### src/rtl/shift_pkg.sv
package shift_pkg;
  typedef enum logic [1:0] {
    SH_LSL = 2'b00,
    SH_LSR = 2'b01,
    SH_ASR = 2'b10,
    SH_ROR = 2'b11
  } shift_op_e;
endpackage

### src/rtl/shift_amt_dec.sv
module shift_amt_dec #(
  parameter int AREG_W = 32,
  parameter int AMT_W  = 8,
  parameter int DATA_W = 32,
  localparam int SH_W  = $clog2(DATA_W),
  localparam int CL_W  = SH_W + 1
) (
  input  logic [AREG_W-1:0] amount_i,
  output logic              zero_o,
  output logic              big_o,   // amount strictly above DATA_W
  output logic [CL_W-1:0]   sat_o,   // min(amount, DATA_W)
  output logic [SH_W-1:0]   rot_o    // amount mod DATA_W
);
  logic [AMT_W-1:0] amt;

  assign amt    = amount_i[AMT_W-1:0];
  assign zero_o = (amt == '0);
  assign big_o  = (amt > AMT_W'(DATA_W));
  assign sat_o  = (amt >= AMT_W'(DATA_W)) ? CL_W'(DATA_W) : CL_W'(amt);
  assign rot_o  = amt[SH_W-1:0];
endmodule

### src/rtl/shift_core.sv
module shift_core
  import shift_pkg::*;
#(
  parameter int DATA_W = 32,
  localparam int SH_W  = $clog2(DATA_W),
  localparam int CL_W  = SH_W + 1
) (
  input  logic [1:0]        op_i,
  input  logic [DATA_W-1:0] operand_i,
  input  logic              carry_i,
  input  logic              zero_i,
  input  logic              big_i,
  input  logic [CL_W-1:0]   sat_i,
  input  logic [SH_W-1:0]   rot_i,
  output logic [DATA_W-1:0] result_o,
  output logic              carry_o
);
  // Extended-width shifts put the last bit shifted out in the extra bit.
  logic [DATA_W:0]     lsl_ext, lsr_ext, asr_ext;
  logic [2*DATA_W-1:0] ror_dbl;
  logic [DATA_W-1:0]   ror_res;

  assign lsl_ext = {1'b0, operand_i} << sat_i;
  assign lsr_ext = {operand_i, 1'b0} >> sat_i;
  assign asr_ext = $signed({operand_i, 1'b0}) >>> sat_i;
  assign ror_dbl = {operand_i, operand_i} >> rot_i;
  assign ror_res = ror_dbl[DATA_W-1:0];

  always_comb begin
    result_o = operand_i;
    carry_o  = carry_i;
    if (!zero_i) begin
      unique case (shift_op_e'(op_i))
        SH_LSL: begin
          result_o = big_i ? '0 : lsl_ext[DATA_W-1:0];
          carry_o  = big_i ? 1'b0 : lsl_ext[DATA_W];
        end
        SH_LSR: begin
          result_o = big_i ? '0 : lsr_ext[DATA_W:1];
          carry_o  = big_i ? 1'b0 : lsr_ext[0];
        end
        SH_ASR: begin
          result_o = asr_ext[DATA_W:1];
          carry_o  = asr_ext[0];
        end
        default: begin
          // The MSB after rotation is the last bit rotated out; also covers r = 0.
          result_o = ror_res;
          carry_o  = ror_res[DATA_W-1];
        end
      endcase
    end
  end
endmodule

### src/rtl/reg_shift_carry.sv
module reg_shift_carry
  import shift_pkg::*;
#(
  parameter int DATA_W = 32,
  parameter int AREG_W = 32,
  parameter int AMT_W  = 8,
  localparam int SH_W  = $clog2(DATA_W),
  localparam int CL_W  = SH_W + 1
) (
  input  logic              clk_i,
  input  logic              rst_ni,
  input  logic              valid_i,
  input  logic [1:0]        op_i,
  input  logic [DATA_W-1:0] operand_i,
  input  logic [AREG_W-1:0] amount_i,
  input  logic              carry_i,
  output logic [DATA_W-1:0] result_o,
  output logic              carry_o,
  output logic              valid_o
);
  logic            zero, big;
  logic [CL_W-1:0] sat;
  logic [SH_W-1:0] rot;
  logic [DATA_W-1:0] res_d;
  logic              cy_d;

  shift_amt_dec #(.AREG_W(AREG_W), .AMT_W(AMT_W), .DATA_W(DATA_W)) u_dec (
    .amount_i(amount_i), .zero_o(zero), .big_o(big), .sat_o(sat), .rot_o(rot)
  );

  shift_core #(.DATA_W(DATA_W)) u_core (
    .op_i(op_i), .operand_i(operand_i), .carry_i(carry_i),
    .zero_i(zero), .big_i(big), .sat_i(sat), .rot_i(rot),
    .result_o(res_d), .carry_o(cy_d)
  );

  always_ff @(posedge clk_i or negedge rst_ni) begin
    if (!rst_ni) begin
      result_o <= '0;
      carry_o  <= 1'b0;
      valid_o  <= 1'b0;
    end else begin
      valid_o <= valid_i;
      if (valid_i) begin
        result_o <= res_d;
        carry_o  <= cy_d;
      end
    end
  end

  logic [AMT_W-1:0] amt_p;
  assign amt_p = amount_i[AMT_W-1:0];

  assert_valid_lat_R7: assert property (@(posedge clk_i) disable iff (!rst_ni)
    valid_i |=> valid_o);
  assert_valid_idle_R7: assert property (@(posedge clk_i) disable iff (!rst_ni)
    !valid_i |=> !valid_o);
  assert_hold_R8: assert property (@(posedge clk_i) disable iff (!rst_ni)
    !valid_i |=> ($stable(result_o) && $stable(carry_o)));
  assert_zero_pass_R2: assert property (@(posedge clk_i) disable iff (!rst_ni)
    (valid_i && amt_p == '0) |=> (result_o == $past(operand_i) && carry_o == $past(carry_i)));
  assert_lsl_big_R3: assert property (@(posedge clk_i) disable iff (!rst_ni)
    (valid_i && op_i == SH_LSL && amt_p > AMT_W'(DATA_W)) |=> (result_o == '0 && !carry_o));
  assert_asr_fill_R5: assert property (@(posedge clk_i) disable iff (!rst_ni)
    (valid_i && op_i == SH_ASR && amt_p >= AMT_W'(DATA_W)) |=>
      (result_o == ($past(operand_i[DATA_W-1]) ? {DATA_W{1'b1}} : {DATA_W{1'b0}})
       && carry_o == $past(operand_i[DATA_W-1])));
  assert_ror_wrap_R6: assert property (@(posedge clk_i) disable iff (!rst_ni)
    (valid_i && op_i == SH_ROR && amt_p != '0 && amt_p[SH_W-1:0] == '0) |=>
      (result_o == $past(operand_i) && carry_o == $past(operand_i[DATA_W-1])));
endmodule

### config.mk
export PLATFORM = sky130hd
export DESIGN_NAME = reg_shift_carry
export DESIGN_NICKNAME = d
export VERILOG_FILES = /design/src/rtl/shift_pkg.sv /design/src/rtl/shift_amt_dec.sv /design/src/rtl/shift_core.sv /design/src/rtl/reg_shift_carry.sv
export SDC_FILE = /design/constraint.sdc
export NUM_CORES = 1
export LEC_CHECK = 0
export BUFFER_PORTS_ARGS = -buffer_cell sky130_fd_sc_hd__buf_2
export CORE_MARGIN = 3
export CORE_UTILIZATION = 55
export CTS_CLUSTER_DIAMETER = 100
export CTS_CLUSTER_SIZE = 30
export DETAILED_ROUTE_END_ITERATION = 12
export GPL_ROUTABILITY_DRIVEN = 0
export PLACE_DENSITY = 0.72
export SLEW_MARGIN = 20
export SYNTH_ARGS = -nofsm -noshare
export SYNTH_HDL_FRONTEND = slang
export SYNTH_HIERARCHICAL = 1
export SYNTH_SLANG_ARGS = --single-unit
### constraint.sdc
create_clock -name clk_i -period 1.05 [get_ports clk_i]
set_input_delay 0.105 -clock clk_i [delete_from_list [all_inputs] [get_ports clk_i]]
set_output_delay 0.105 -clock clk_i [all_outputs]
set_load 0.01 [all_outputs]
==> summary.txt, run 1 <==
Floorplan
  • DIE WIDTH: roughly 130 um
  • Die H: approximately 130 um
  • I/O Pins: between 100 and 150
  • Placement row count: 46
  • Initial Util: 56.79%

Place
  • Placement-stage cell area: 12160 um2
  • Place WS: -2.047 ns
  • Port Buf Inserts: between 70 and 80
  • DP HPWL: between 30000 and 40000 um

Status
  • Status: aborted with a tool error
  • Halt Reason: [ERROR GRT-0232] Routing congestion too high. Check the congestion heatmap in the GUI.
  • Stage where the run ended: global routing

Yosys
  • Gate Count Post-Synth: roughly 1000
  • Synthesis Warnings: 6
  • Ys async rst share: 100.0%
  • Main synth FF type: dfrtp_1
  • Post-synthesis mux area share: ~44%
  • Flops & latches, synth: 34
  • Syn nets: 1115
  • EDFF count, synth: 0
  • Adder-cell share of the synthesized area: 0%
  • Synth Area in Compound Gates: around 23%
  • Synth Area in Simple Gates: between 10% and 20%
  • Combinational family with the most area after synthesis: multiplexers
  • Synth Area in XOR/XNOR: 0%
  • Mapped Avg Cell Area: ~8.7 um2
  • Sequential fraction of the synthesis area: a little under a tenth
  • Distinct cells, synth: 80
  • Synth Cell Area: approximately 9100 um2

Clock tree
  • CTS Sinks: 34
  • CTS Buf Count: 5
  • H-tree lvl count: 2
  • Worst-case clock buffer depth: 2
  • CTS root buf: clkbuf_16

Global route
  • Largest net degree at the start of global routing: 45
  • Total Routing Usage GR: 70.27%
  • Grt total ovfl: 9

Timing
  • Worst_ep kind: register input
  • Worst_ep grt: result_o[18]$_DFFE_PN0P_/D
-- cells by family after synthesis --
family                 count (synthesis)
buffers and inverters                167
flip-flops                            34
AO/OA/AOI/OAI                        291
AND/OR/NAND/NOR                      282
multiplexers                         271
-- through the flow --
step	hold slack, ns	utilization [%]	instances
CTS	0.1900	82.94	1611
detailed placement	0.1588	75.70	1566
global placement	0.1471	75.70	1566
floorplan	-0.1906	-	1045
-- Yosys cell counts, drive strengths merged (5+ instances only) --
library cell | n | area (um2)
or2 | 8 | 50.05
nor2 | 69 | 259.0
a221o | 10 | 100.1
a31o | 6 | 52.55
a222oi | 9 | 90.09
o311ai | 6 | 52.55
a31oi | 14 | 87.58
clkbuf | 70 | 264.0
nor2b | 12 | 75.07
inv | 25 | 93.84
dfrtp | 34 | 850.8
o31ai | 7 | 52.55
a21oi | 44 | 220.2
a221oi | 18 | 157.7
o211ai | 11 | 82.58
nand3 | 18 | 90.09
nor3 | 15 | 75.07
o22ai | 22 | 137.6
nand2b | 8 | 50.05
mux4 | 85 | 1929
mux2i | 99 | 991.0
o21a | 5 | 37.54
a211oi | 20 | 150.1
o21ai | 61 | 309.0
o221ai | 6 | 52.55
and2 | 16 | 101.4
mux2 | 87 | 1092
buf | 70 | 525.5
nand2 | 114 | 427.9
a211o | 5 | 43.79
-- repair_timing --
| item | in CTS |
|---|---|
| hold endpoints to repair | 34 |
| gates cloned | 1 |
| setup buffers | 35 |
| endpoints found under the setup margin | 33 |
| pin swaps | 45 |
| gates resized for setup | 157 |
| hold buffers | 1 |
-- routing by layer --
| layer | track usage [%] | overflow |
|---|---|---|
| met5 | 32.50 | 0 |
| met4 | 65.89 | 3 |
| met3 | 54.73 | 2 |
| met2 | 86.55 | 4 |
| met1 | 71.34 | 0 |
==> inputs of run 2 (changes only) <==
Settings changed: CORE_UTILIZATION 55 to 40, CTS_CLUSTER_DIAMETER 100 to default, CTS_CLUSTER_SIZE 30 to default, PLACE_DENSITY 0.72 to default, PLACE_DENSITY_LB_ADDON from default to 0.15.
==> summary.txt, run 2 <==
Status
  • Status: finished, violations left
  • Violated checks: setup timing

Floorplan
  • I/O Pins: between 100 and 150
  • Die H: between 150 and 200 um
  • Die area: between 20000 and 25000 um2
  • Core footprint: 22090 um2
  • Initial Util: roughly two fifths
  • Placement row count: 54
  • DIE WIDTH: 157.0 um

Drt
  • Final WL: 45910 um
  • DR WL/cell: about 27 um
  • Antenna viol nets, final: 0
  • Vias per cell: roughly 6.7
  • DRT Pass-1 Iters: 9
  • Via Count: 11410
  • Initial DRC count: between 2000 and 2500
  • DR DRC count: 0

Yosys
  • Sequential fraction of the synthesis area: 9.329%
  • Main synth FF type: dfrtp_1
  • Distinct cells, synth: 80
  • Synth Area in XOR/XNOR: 0%
  • Adder-cell share of the synthesized area: 0%
  • Gate Count Post-Synth: 1045
  • EDFF count, synth: 0
  • Syn nets: between 1000 and 1500
  • Flops & latches, synth: 34
  • Most common cell in the netlist: nand2_1
  • Top cell type's share of synthesized area: 20.00%
  • Post-synth top cells: 114 x nand2_1, 99 x mux2i_1, 81 x mux4_2
  • Synth Cell Area: between 9000 and 10000 um2
  • Synth Area in Compound Gates: a little under a quarter
  • Synth Area in Simple Gates: between 10 and 15%
  • Synthesis Warnings: 6
  • Leading area contributor after synthesis: mux4_2
  • Synth area leaders: mux4_2 20%, mux2i_1 11%, dfrtp_1 9.3%
  • Ys async rst share: 100.0%
  • Mapped Avg Cell Area: 8.727 um2
  • Post-synthesis mux area share: 44.00%
  • Combinational family with the most area after synthesis: multiplexers

Timing
  • Fin Hold WS: 0.02716 ns
  • Setup ws final: -1.649 ns
  • Fin crit period: 2.699 ns
  • RSZ-0062 raised after global routing: true
  • Slew headroom: 47.02%
  • Final number of max-transition violations: 0
  • Max Clock Freq: 370.5 MHz
  • Worst-case clock skew: 0 ns
  • Fin. Hold Viols: 0
  • Final setup fails: 33
  • Least-Margin Pin Slew: roughly 0.79 ns
  • Final Cycle Share: 257.1%
  • Setup TNS: -49.86 ns

Setup path
  • Crit path DAT: approximately 2.9 ns
  • Crit path capture type: flop
  • Setup CP Type: in -> reg
  • Crit path max fanout: 6
  • Startpoint Class: primary input
  • CP required: approximately 1.2 ns

Global route
  • Initial antenna violation count: 0
  • Vias in the first global route: ~11000
  • Grt total ovfl: 0
  • Largest net degree at the start of global routing: 44
  • Global-route wire length before repair: just under 70000 um
  • Total Routing Usage GR: between 30% and 40%

Power and ir drop
  • Leak Pwr: 6.005 nW
  • Clock power share: between 10% and 20%
  • Comb pwr share: 65.5%
  • Pwr dens: around 700 nW/um2
  • Sequential power share: between 10% and 20%
  • Sw frac: about two fifths
  • NetSw: 0.003933 W
  • Peak VDD IR: 0.0009063 V
  • Power Internal: roughly 0.0057 W

Final layout
  • Share of cells above drive strength 1: between 50% and 60%
  • Top Registers: result_o x32, carry_o x1, valid_o x1
  • Number of flip-flops in the largest register: 32
  • Final Util: between 60% and 70%
  • Most flops, register: result_o
  • Inserted Diodes: 0
  • Most frequent cells in the layout: 371 x buf_4, 98 x nand2_1, 88 x mux2i_1, 83 x mux4_2, 75 x buf_2
  • Final #Nets: ~1500
  • Leading cell type in the layout, fill and taps excluded: buf_4
  • Area Overhead vs Synth: 51.12%

Clock tree
  • Clock slew at reported path FFs: 0.05 ns
  • Clk Latency, worst-skew pair: approximately 0.28 ns
  • CTS Buf Count: 5
  • CTS Sinks: 34
  • TritonCTS clock tree: done
  • CTS root buf: clkbuf_16
  • H-tree lvl count: 2
  • Worst-case clock buffer depth: 2

Place
  • Place WS: -2.144 ns
  • Port Buf Inserts: between 70 and 80
  • DP HPWL: 36350 um

Hold path
  • Tightest Hold Check Type: in -> reg

Run
  • Max cap viols: 0
run 2: cell counts after synthesis:
No cell type changed its count.
run 2: routing by layer:
layer | wire (um) | GRT usage (%)
met1 | 17910 | 48.72
met2 | 19550 | 55.05
met3 | 5764 | 8.991
met5 | 0 | 0
met4 | 2685 | 15.05
run 2: power groups by stage:
| stage | logic, W | clock network [W] | registers [W] |
|---|---|---|---|
| 2_1_floorplan | 0.00290 | 0 | 0.00174 |
| 3_3_place_gp | 0.00551 | 0 | 0.00167 |
| 3_5_place_dp | 0.00555 | 0 | 0.00167 |
| 4_1_cts | 0.00591 | 0.00170 | 0.00165 |
| 5_1_grt | 0.00655 | 0.00172 | 0.00167 |
| 6_report | 0.00632 | 0.00168 | 0.00165 |
run 2: kinds of logic (layout without fill, tap and decap cells):
logic type,count (synthesis),in the layout
mux,271,271
buf+inv,167,546
flops,34,34
compound gates,291,291
simple gates,282,283
run 2: repair_timing:
action	4_1_cts	5_1_grt
gates resized for setup	157	72
setup endpoints to repair	33	33
pin swaps	63	69
setup buffers	30	11
cloned	1	0
hold buffers	1	0
endpoints found under the hold margin	34	0
run 2: stage by stage:
step	cells	area, um2	total power [W]
finish	1705	13780	0.009649
global route	1705	13780	0.009942
CTS	1697	13420	0.009269
detailed placement	1663	12380	0.007218
global placement	1663	12380	0.007175
floorplan	1045	9338	0.004638
run 2: cell type report:
cell class,instances,area (um2)
inverter,27,101.3
fill,1838,8312
clock inverter,3,40.04
tap,280,350.3
sequential,34,850.8
multi-input combinational,845,8264
clock buffer,5,125.1
timing repair buffer,511,4050
run 2: path summary, 6_finish.rpt:
check,from,slack (ns),cells after the start,to
max in group asynchronous,rst_ni,0.54,3,result_o[13]
max reg2reg,result_o[18],0.24,1,result_o[18]
min,valid_i,0.03,1,valid_o
min reg2reg,result_o[7],0.50,1,result_o[7]
min in group asynchronous,rst_ni,0.33,3,result_o[30]
max,amount_i[7],-1.65,11,result_o[22]
run 2: worst max-delay path: stages:
cell and delay, ns:
buf_8 0.10, nor3_4 0.25, and2_4 0.23, buf_12 0.13, buf_12 0.12, mux4_2 0.52, mux2_4 0.33, a221oi_2 0.26
o311ai_2 0.18, o32a_1 0.36, mux2_4 0.27
Power figures use the tool's default switching activity.
